--- config.mk ---
export PLATFORM = sky130hd
export DESIGN_NAME = gdfp_fault_ctrl
export DESIGN_NICKNAME = d
export VERILOG_FILES = /design/src/rtl/gdfp_pkg.sv /design/src/rtl/gdfp_sd_latch.sv /design/src/rtl/gdfp_oneshot.sv /design/src/rtl/gdfp_fault_ctrl.sv
export SDC_FILE = /design/constraint.sdc
export NUM_CORES = 1
export LEC_CHECK = 0
export BUFFER_PORTS_ARGS = -buffer_cell sky130_fd_sc_hd__clkbuf_2
export CORE_AREA = 5 5 42 44
export DETAILED_ROUTE_END_ITERATION = 10
export DIE_AREA = 0 0 47 49
export GPL_ROUTABILITY_DRIVEN = 0
export PLACE_DENSITY_LB_ADDON = 0.25
export SETUP_SLACK_MARGIN = 0.02
export SLEW_MARGIN = 30
export SYNTH_ARGS = -nofsm -noshare
export SYNTH_HDL_FRONTEND = slang
export SYNTH_SLANG_ARGS = --single-unit
--- constraint.sdc ---
create_clock -name clk_i -period 2.45 [get_ports clk_i]
set_input_delay 0.735 -clock clk_i [delete_from_list [all_inputs] [get_ports clk_i]]
set_output_delay 0.735 -clock clk_i [all_outputs]
set_load 0.05 [all_outputs]
--- src/rtl/gdfp_pkg.sv ---
package gdfp_pkg;
  // latch slots in the latch bank
  localparam int unsigned LAT_OC  = 0;
  localparam int unsigned LAT_CMP = 1;
  localparam int unsigned LAT_AUX = 2;
  localparam int unsigned N_LAT   = 3;

  function automatic int unsigned cnt_width(input int unsigned max_val);
    int unsigned w;
    w = 1;
    while ((max_val >> w) != 0) w++;
    return w;
  endfunction
endpackage

--- src/rtl/gdfp_sd_latch.sv ---
module gdfp_sd_latch (
  input  logic clk_i,
  input  logic clr_i,
  input  logic set_i,
  input  logic rst_i,
  output logic q_o
);
  logic q_q;

  always_ff @(posedge clk_i) begin
    if (clr_i)      q_q <= 1'b0;
    else if (set_i) q_q <= 1'b1;   // set dominates reset
    else if (rst_i) q_q <= 1'b0;
  end

  assign q_o = q_q;
endmodule

--- src/rtl/gdfp_oneshot.sv ---
module gdfp_oneshot #(
  parameter int unsigned WIN_CYC = 125
) (
  input  logic clk_i,
  input  logic clr_i,
  input  logic trig_i,
  output logic busy_o
);
  localparam int unsigned CW = gdfp_pkg::cnt_width(WIN_CYC);
  localparam logic [CW-1:0] WIN_LD = CW'(WIN_CYC);

  logic [CW-1:0] cnt_q;

  always_ff @(posedge clk_i) begin
    if (clr_i)              cnt_q <= '0;
    else if (cnt_q != '0)   cnt_q <= cnt_q - 1'b1;  // running: ignore trig
    else if (trig_i)        cnt_q <= WIN_LD;
  end

  assign busy_o = (cnt_q != '0);
endmodule

--- src/rtl/gdfp_fault_ctrl.sv ---
module gdfp_fault_ctrl #(
  parameter int unsigned WIN_CYC = 125,
  parameter int unsigned N_CMP   = 2
) (
  input  logic             clk_i,
  input  logic             por_i,
  input  logic             pwm_i,
  input  logic             flt_clr_n_i,
  input  logic             ocp_i,
  input  logic [N_CMP-1:0] cmp_i,
  input  logic             aux_cmd_i,
  input  logic             aux_clr_i,
  output logic             drv_en_o,
  output logic             aux_en_o,
  output logic             flt_n_o
);
  import gdfp_pkg::*;

  logic [N_LAT-1:0] lat_set, lat_rst, lat_q;
  logic             os_busy;
  logic             fault_any;

  // set/reset terms of the latch bank
  always_comb begin
    lat_set          = '0;
    lat_rst          = '0;
    lat_set[LAT_OC]  = ocp_i;
    lat_rst[LAT_OC]  = ~pwm_i | ~flt_clr_n_i;
    lat_set[LAT_CMP] = |cmp_i;
    lat_rst[LAT_CMP] = ~flt_clr_n_i;
    lat_set[LAT_AUX] = fault_any;
    lat_rst[LAT_AUX] = aux_clr_i;
  end

  for (genvar g = 0; g < N_LAT; g++) begin : g_lat
    gdfp_sd_latch u_lat (
      .clk_i (clk_i),
      .clr_i (por_i),
      .set_i (lat_set[g]),
      .rst_i (lat_rst[g]),
      .q_o   (lat_q[g])
    );
  end

  // window starts only on a clear-to-set transition of the overcurrent latch
  gdfp_oneshot #(.WIN_CYC(WIN_CYC)) u_os (
    .clk_i  (clk_i),
    .clr_i  (por_i),
    .trig_i (ocp_i & ~lat_q[LAT_OC]),
    .busy_o (os_busy)
  );

  assign fault_any = os_busy | lat_q[LAT_CMP];

  assign flt_n_o  = por_i | ~fault_any;
  assign drv_en_o = ~por_i & pwm_i & ~lat_q[LAT_OC] & ~fault_any;
  assign aux_en_o = ~por_i & aux_cmd_i & ~lat_q[LAT_AUX] & ~fault_any;
endmodule

# Yosys cells after proc, flatten, opt, wreduce, memory -nomap -nowiden
# Index checks and enable logic that the tools add are counted.
[op_classes] add_sub_neg=1 eq_ne=1 muxes=8 bitwise_logic=16 reduce_logical=5
[op_table] cell="2-to-1 mux 7 bit" count=2
[op_table] cell="AND 1 bit" count=7
[op_table] cell="nonzero test 7 bit" count=1
[op_table] cell="subtractor 7 x 1 -> 7 bit, second input constant" count=1
[op_table] cell="2-to-1 mux 1 bit" count=6
[op_table] cell="NOT 1 bit" count=6
[op_table] cell="nonzero test 2 bit" count=3
[op_table] cell="bitwise OR 1 bit" count=3
[op_table] cell="!= test 2 x 1 -> 1 bit, second input constant" count=1
[op_table] cell="OR reduction 2 bit" count=1
[word_totals] regBits=10 input_bits=9 out_inout_bits=3 word_cells=35

# Logic depth before layout (Yosys ltp)
[logic_depth] ltp_word=4 depth_mapped=6

# Cells and area by module
# Synthesis repeated with hierarchy kept, for this count alone.
[hier_totals] hier_cells=60 area_unflattened_um2=556.8
[modules_own_cells] module="gdfp_oneshot" n_inst=1 cells_each=39 area_per_inst_um2=371.6 seq_area_each_um2=140.1
[modules_own_cells] module="gdfp_sd_latch" n_inst=3 cells_each=4 area_per_inst_um2=38.8 seq_area_each_um2=20.0
[modules_own_cells] module="gdfp_fault_ctrl" n_inst=1 cells_each=9 area_per_inst_um2=68.8 seq_area_each_um2=0.0

# Least setup slack after synthesis
# OpenSTA, ideal clock, no wires.
[synth_path] path_kind="reg2out" startpoint="register u_os.cnt_q[0]" endpoint="output port aux_en_o" arrival_time_ns=2.453 required_ns=1.715 slack_ns=-0.738 stages_incl_launch_ff=7 path_buffers=1 cell_sequence="dfxtp_1 -> inv_1 -> ha_1 -> or4b_1 -> buf_2 -> or3_4 -> nor4b_2"
[synth_between] elab_chain_cells=4
[synth_rtl] element="from (decl)" line_no="gdfp_oneshot.sv:12" text="logic [CW-1:0] cnt_q;"
[synth_rtl] element="from (signal assigned)" line_no="gdfp_oneshot.sv:16" text="else if (cnt_q != '0) cnt_q <= cnt_q - 1'b1;"
[synth_rtl] element="nonzero test 7 bit" line_no="gdfp_oneshot.sv:20" text="assign busy_o = (cnt_q != '0);"
[synth_rtl] element="bitwise OR 1 bit" line_no="gdfp_fault_ctrl.sv:53" text="assign fault_any = os_busy | lat_q[LAT_CMP];"
[synth_rtl] element="NOT 1 bit" line_no="gdfp_fault_ctrl.sv:57" text="assign aux_en_o = ~por_i & aux_cmd_i & ~lat_q[LAT_AUX] & ~fault_any;"
[synth_rtl] element="AND 1 bit" line_no="gdfp_fault_ctrl.sv:57"
[synth_rtl] element="to (decl)" line_no="gdfp_fault_ctrl.sv:14" text="output logic aux_en_o,"
# Every way passes these cells.

# Final worst setup path
# Same ends and word-level chain as after synthesis.

==> flow_summary.toml <==
[status]
status = "finished with violations"
violations = "setup timing"

[power]
power.combinational.fraction = 0.597
share_clk_of_total_power = 0.151
internal_power_uw = 608
sw_frac = 0.398
sequentialPowerShare = 0.252
ir_worst_vdd_v = 0.000486
power.net_switching_uw = 402
leakagePower_uw = 0.000339
power_per_cell_area_nw_per_um2 = 1270

[detailed_routing]
post_drt_wl_per_cell_um = 13.0
initialDrtViolationCount = 7
remaining_design_rule_violation_count = 0
detailedRoute.firstPassIterationCount = 4
drt.antenna.violating_nets = 0
detailroute.via_count = 559
drt-total-wl_um = 1330
detail_route.vias_per_cell = 5.48

[clock_network]
cts_max_level = 1
cts_buffer_depth = 2
worstSkewPairLatency_ns = 0.27
tritoncts = "built"
post_cts.repair.setup_buffers = 0
clock_buffers_created_by_tritoncts = 3
path_clk_slew_ns = 0.07
clock-sinks = 10
clockRootBuffer = "sky130_fd_sc_hd__clkbuf_4"

[critical_path]
critical-path-max-stage-delay_ns = 0.45
critical_path.slowest_cell = "sky130_fd_sc_hd__or4b_4"
worst_r2r_path_depth = 6
crit_path_end_kind = "output pin"
setup_slack_of_the_worst_register_to_register_path_ns = 0.54
worst-setup-path-type = "flip-flop to output pin"
cp_num_buf_inv = 2
critPathRequiredTime_ns = 1.71
worstReg2RegEnd = "u_os.cnt_q[6]"
path_delay_family = "simple AND/OR/NAND/NOR gates"
arrival_ns = 2.12
path_max_fanout = 3
worst_setup_path_endpoint = "aux_en_o"
path_cells = "inv_2, ha_4, or4b_4, or3_4, nor4b_4, clkbuf_8"
critical_r2r_launch = "u_os.cnt_q[0]"
startpoint_type = "flip-flop"
setup.worst_path.start = "u_os.cnt_q[0]"
worst-path-stages = 6

[cells_and_area]
multi_input_comb_area_um2 = 345
fraction_of_layout_cells_with_a_size_suffix_above_1 = 0.442
register_area_um2 = 201
nets_finish = 98
finalCoreUtilization = 0.568
layout-area-overhead-vs-synth_pct = 47.6
antenna-diode-count = 0
n_fill_cell = 138

[logic_synthesis]
synth.mux.area_fraction = 0
post-synth-top-area-fraction = 0.371
synth_xor_area_frac = 0
synth_adder_area_share = 0.0464
number_of_enable_type_register_cells_in_the_synthesized_netlist = 0
synth_compound_area_frac = 0.223
combinational_family_with_the_most_area_after_synthesis = "simple AND/OR/NAND/NOR gates"
synth-seq-cells = 10
sequential_fraction_of_the_synthesis_area = 0.371
synth_area_per_inst_um2 = 8.84
async_flop_share = 0
synth.yosys.warnings = 0
syn_inst = 61
synthMostInstantiatedCell = "sky130_fd_sc_hd__dfxtp_1"
synth_area_leader_cell = "sky130_fd_sc_hd__dfxtp_1"
basic_gate_share_of_the_synthesized_area_counting_and_or_nand_and_nor_cells = 0.309
synth_top_cells_by_count = "sky130_fd_sc_hd__dfxtp_1 (10), sky130_fd_sc_hd__a31oi_1 (5), sky130_fd_sc_hd__inv_1 (5)"
number_of_distinct_library_cell_variants_in_the_gate_level_netlist_after_synthesis = 28
synth_area_um2 = 539
mappedNetlistNets = 72
synth.top_cells.by_area = "sky130_fd_sc_hd__dfxtp_1 (37%), sky130_fd_sc_hd__a31oi_1 (5.8%), sky130_fd_sc_hd__nor4b_2 (5.6%)"
synthFlopType = "sky130_fd_sc_hd__dfxtp_1"

[placement]
io_buffer_count = 11
hpwl_um = 1060
preCtsSetupSlack_ns = -0.203

[sta]
hold_viol = 0
final_setup_fails = 3
slew_headroom = 0.560
slew_viol_final = 0
timing.final.ws_setup_ns = -0.401
timing.final.crit_period_ns = 2.85
timing.clock.skew_ns = 0.00197
final.hold.worst_slack_ns = 0.505
final.period_utilization = 1.16
rsz0062_at_grt = "yes"
transition_at_the_pin_with_the_smallest_max_transition_slack_ns = 0.650
fmax_ghz = 0.351

[worst_hold_path]
timing.hold.worst.class = "flip-flop to flip-flop"

[grt]
total_routing_usage_gr = 0.135
overflow_left_after_global_routing = 0
global_route_wire_length_before_repair_um = 2270
pin_count_of_the_biggest_net_entering_global_routing = 10
grt_antenna_before_repair = 0
via_count_of_the_first_global_routing_pass = 562

[floorplan]
row_count = 14
floorplan.die.width_um = 47
initial_utilization = 0.385
coreArea_um2 = 1400
die_h_um = 49
die_area_um2 = 2300
num_io_pins = 12

[flow_run]
max-cap-violations = 0
## power by group through the flow
stage	Clock [uW]	Combinational, uW	Sequential (uW)
detailed placement	0	583	259
global route	169	674	260
floorplan	0	371	278
finish	153	603	254
global placement	0	573	255
CTS	158	595	255
## tightest hold or removal path: cells and delay by family, from the launching register on
kind / cells / cell delay, ns
AND/OR/NAND/NOR: 1 / 0.07
AO/OA/AOI/OAI: 1 / 0.06
flip-flops: 1 / 0.33
## cell type report
type / count / share of cell area
multi-input cells: 44 / 0.434
flip-flops and latches: 10 / 0.253
repair buffers: 23 / 0.219
clock buffers: 4 / 0.0456
well taps: 16 / 0.0252
inverters: 5 / 0.0236
## metal layers
layer / global-route usage / up-vias / routed length, um
met5: 0 / - / 0
met4: 0.0968 / 0 / 28
met3: 0.0258 / 2 / 114
met2: 0.197 / 21 / 604
met1: 0.168 / 256 / 579
li1: - / 280 / -
## cells in the final DEF, fill, tap and decap left out, types with 2 or more instances in the layout
master	count
sky130_fd_sc_hd__buf_4	12
sky130_fd_sc_hd__dfxtp_1	9
sky130_fd_sc_hd__clkbuf_2	8
sky130_fd_sc_hd__a31oi_1	5
sky130_fd_sc_hd__nor2_1	4
sky130_fd_sc_hd__nand2b_1	3
sky130_fd_sc_hd__nand3_1	3
sky130_fd_sc_hd__inv_1	3
sky130_fd_sc_hd__a21oi_1	3
sky130_fd_sc_hd__nor3_1	3
sky130_fd_sc_hd__clkbuf_4	3
sky130_fd_sc_hd__inv_2	2
sky130_fd_sc_hd__nor4b_4	2
sky130_fd_sc_hd__o31ai_1	2
sky130_fd_sc_hd__a211oi_1	2
sky130_fd_sc_hd__nand2_1	2
sky130_fd_sc_hd__clkbuf_8	2
sky130_fd_sc_hd__buf_8	2
## sequential cells by signal, summed over array words and instances, names as in the netlist
| register | cells |
|---|---|
| u_os.cnt_q | 7 |
| g_lat.u_lat.q_o | 3 |
## repair_timing
action / in CTS / in global routing
endpoints found under the setup margin: 3 / 3
hold endpoints to repair: 0 / 0
hold buffers: 0 / 0
pin swaps: 0 / 2
resized for setup: 6 / 2
## worst min-delay path by stage
stage | from | end | slack, ns | cells after the start
2_1_floorplan | u_os.cnt_q[5] | u_os.cnt_q[5] | 0.48 | 2
3_3_place_gp | g_lat[2].u_lat.q_o | g_lat[2].u_lat.q_o | 0.50 | 2
3_5_place_dp | g_lat[2].u_lat.q_o | g_lat[2].u_lat.q_o | 0.50 | 2
4_1_cts | g_lat[2].u_lat.q_o | g_lat[2].u_lat.q_o | 0.51 | 2
5_1_grt | g_lat[2].u_lat.q_o | g_lat[2].u_lat.q_o | 0.55 | 2
6_report | g_lat[2].u_lat.q_o | g_lat[2].u_lat.q_o | 0.50 | 2
## cell families (layout without fill, tap and decap cells)
logic type | count (synthesis) | in the layout
simple gates | 25 | 25
compound gates | 17 | 17
flops | 10 | 10
buf+inv | 7 | 32
fa+ha+maj | 2 | 2
## through the flow
stage / area (um^2) / setup TNS, ns / power, uW / cells
2_1_floorplan: 581 / -1.01 / 648 / 61
3_3_place_gp: 731 / -0.364 / 828 / 98
3_5_place_dp: 731 / -0.401 / 842 / 98
4_1_cts: 793 / -1.07 / 1010 / 102
5_1_grt: 796 / -1.23 / 1100 / 102
6_report: 796 / -0.972 / 1010 / 102
No activity file was read; power rests on OpenSTA's default activity.
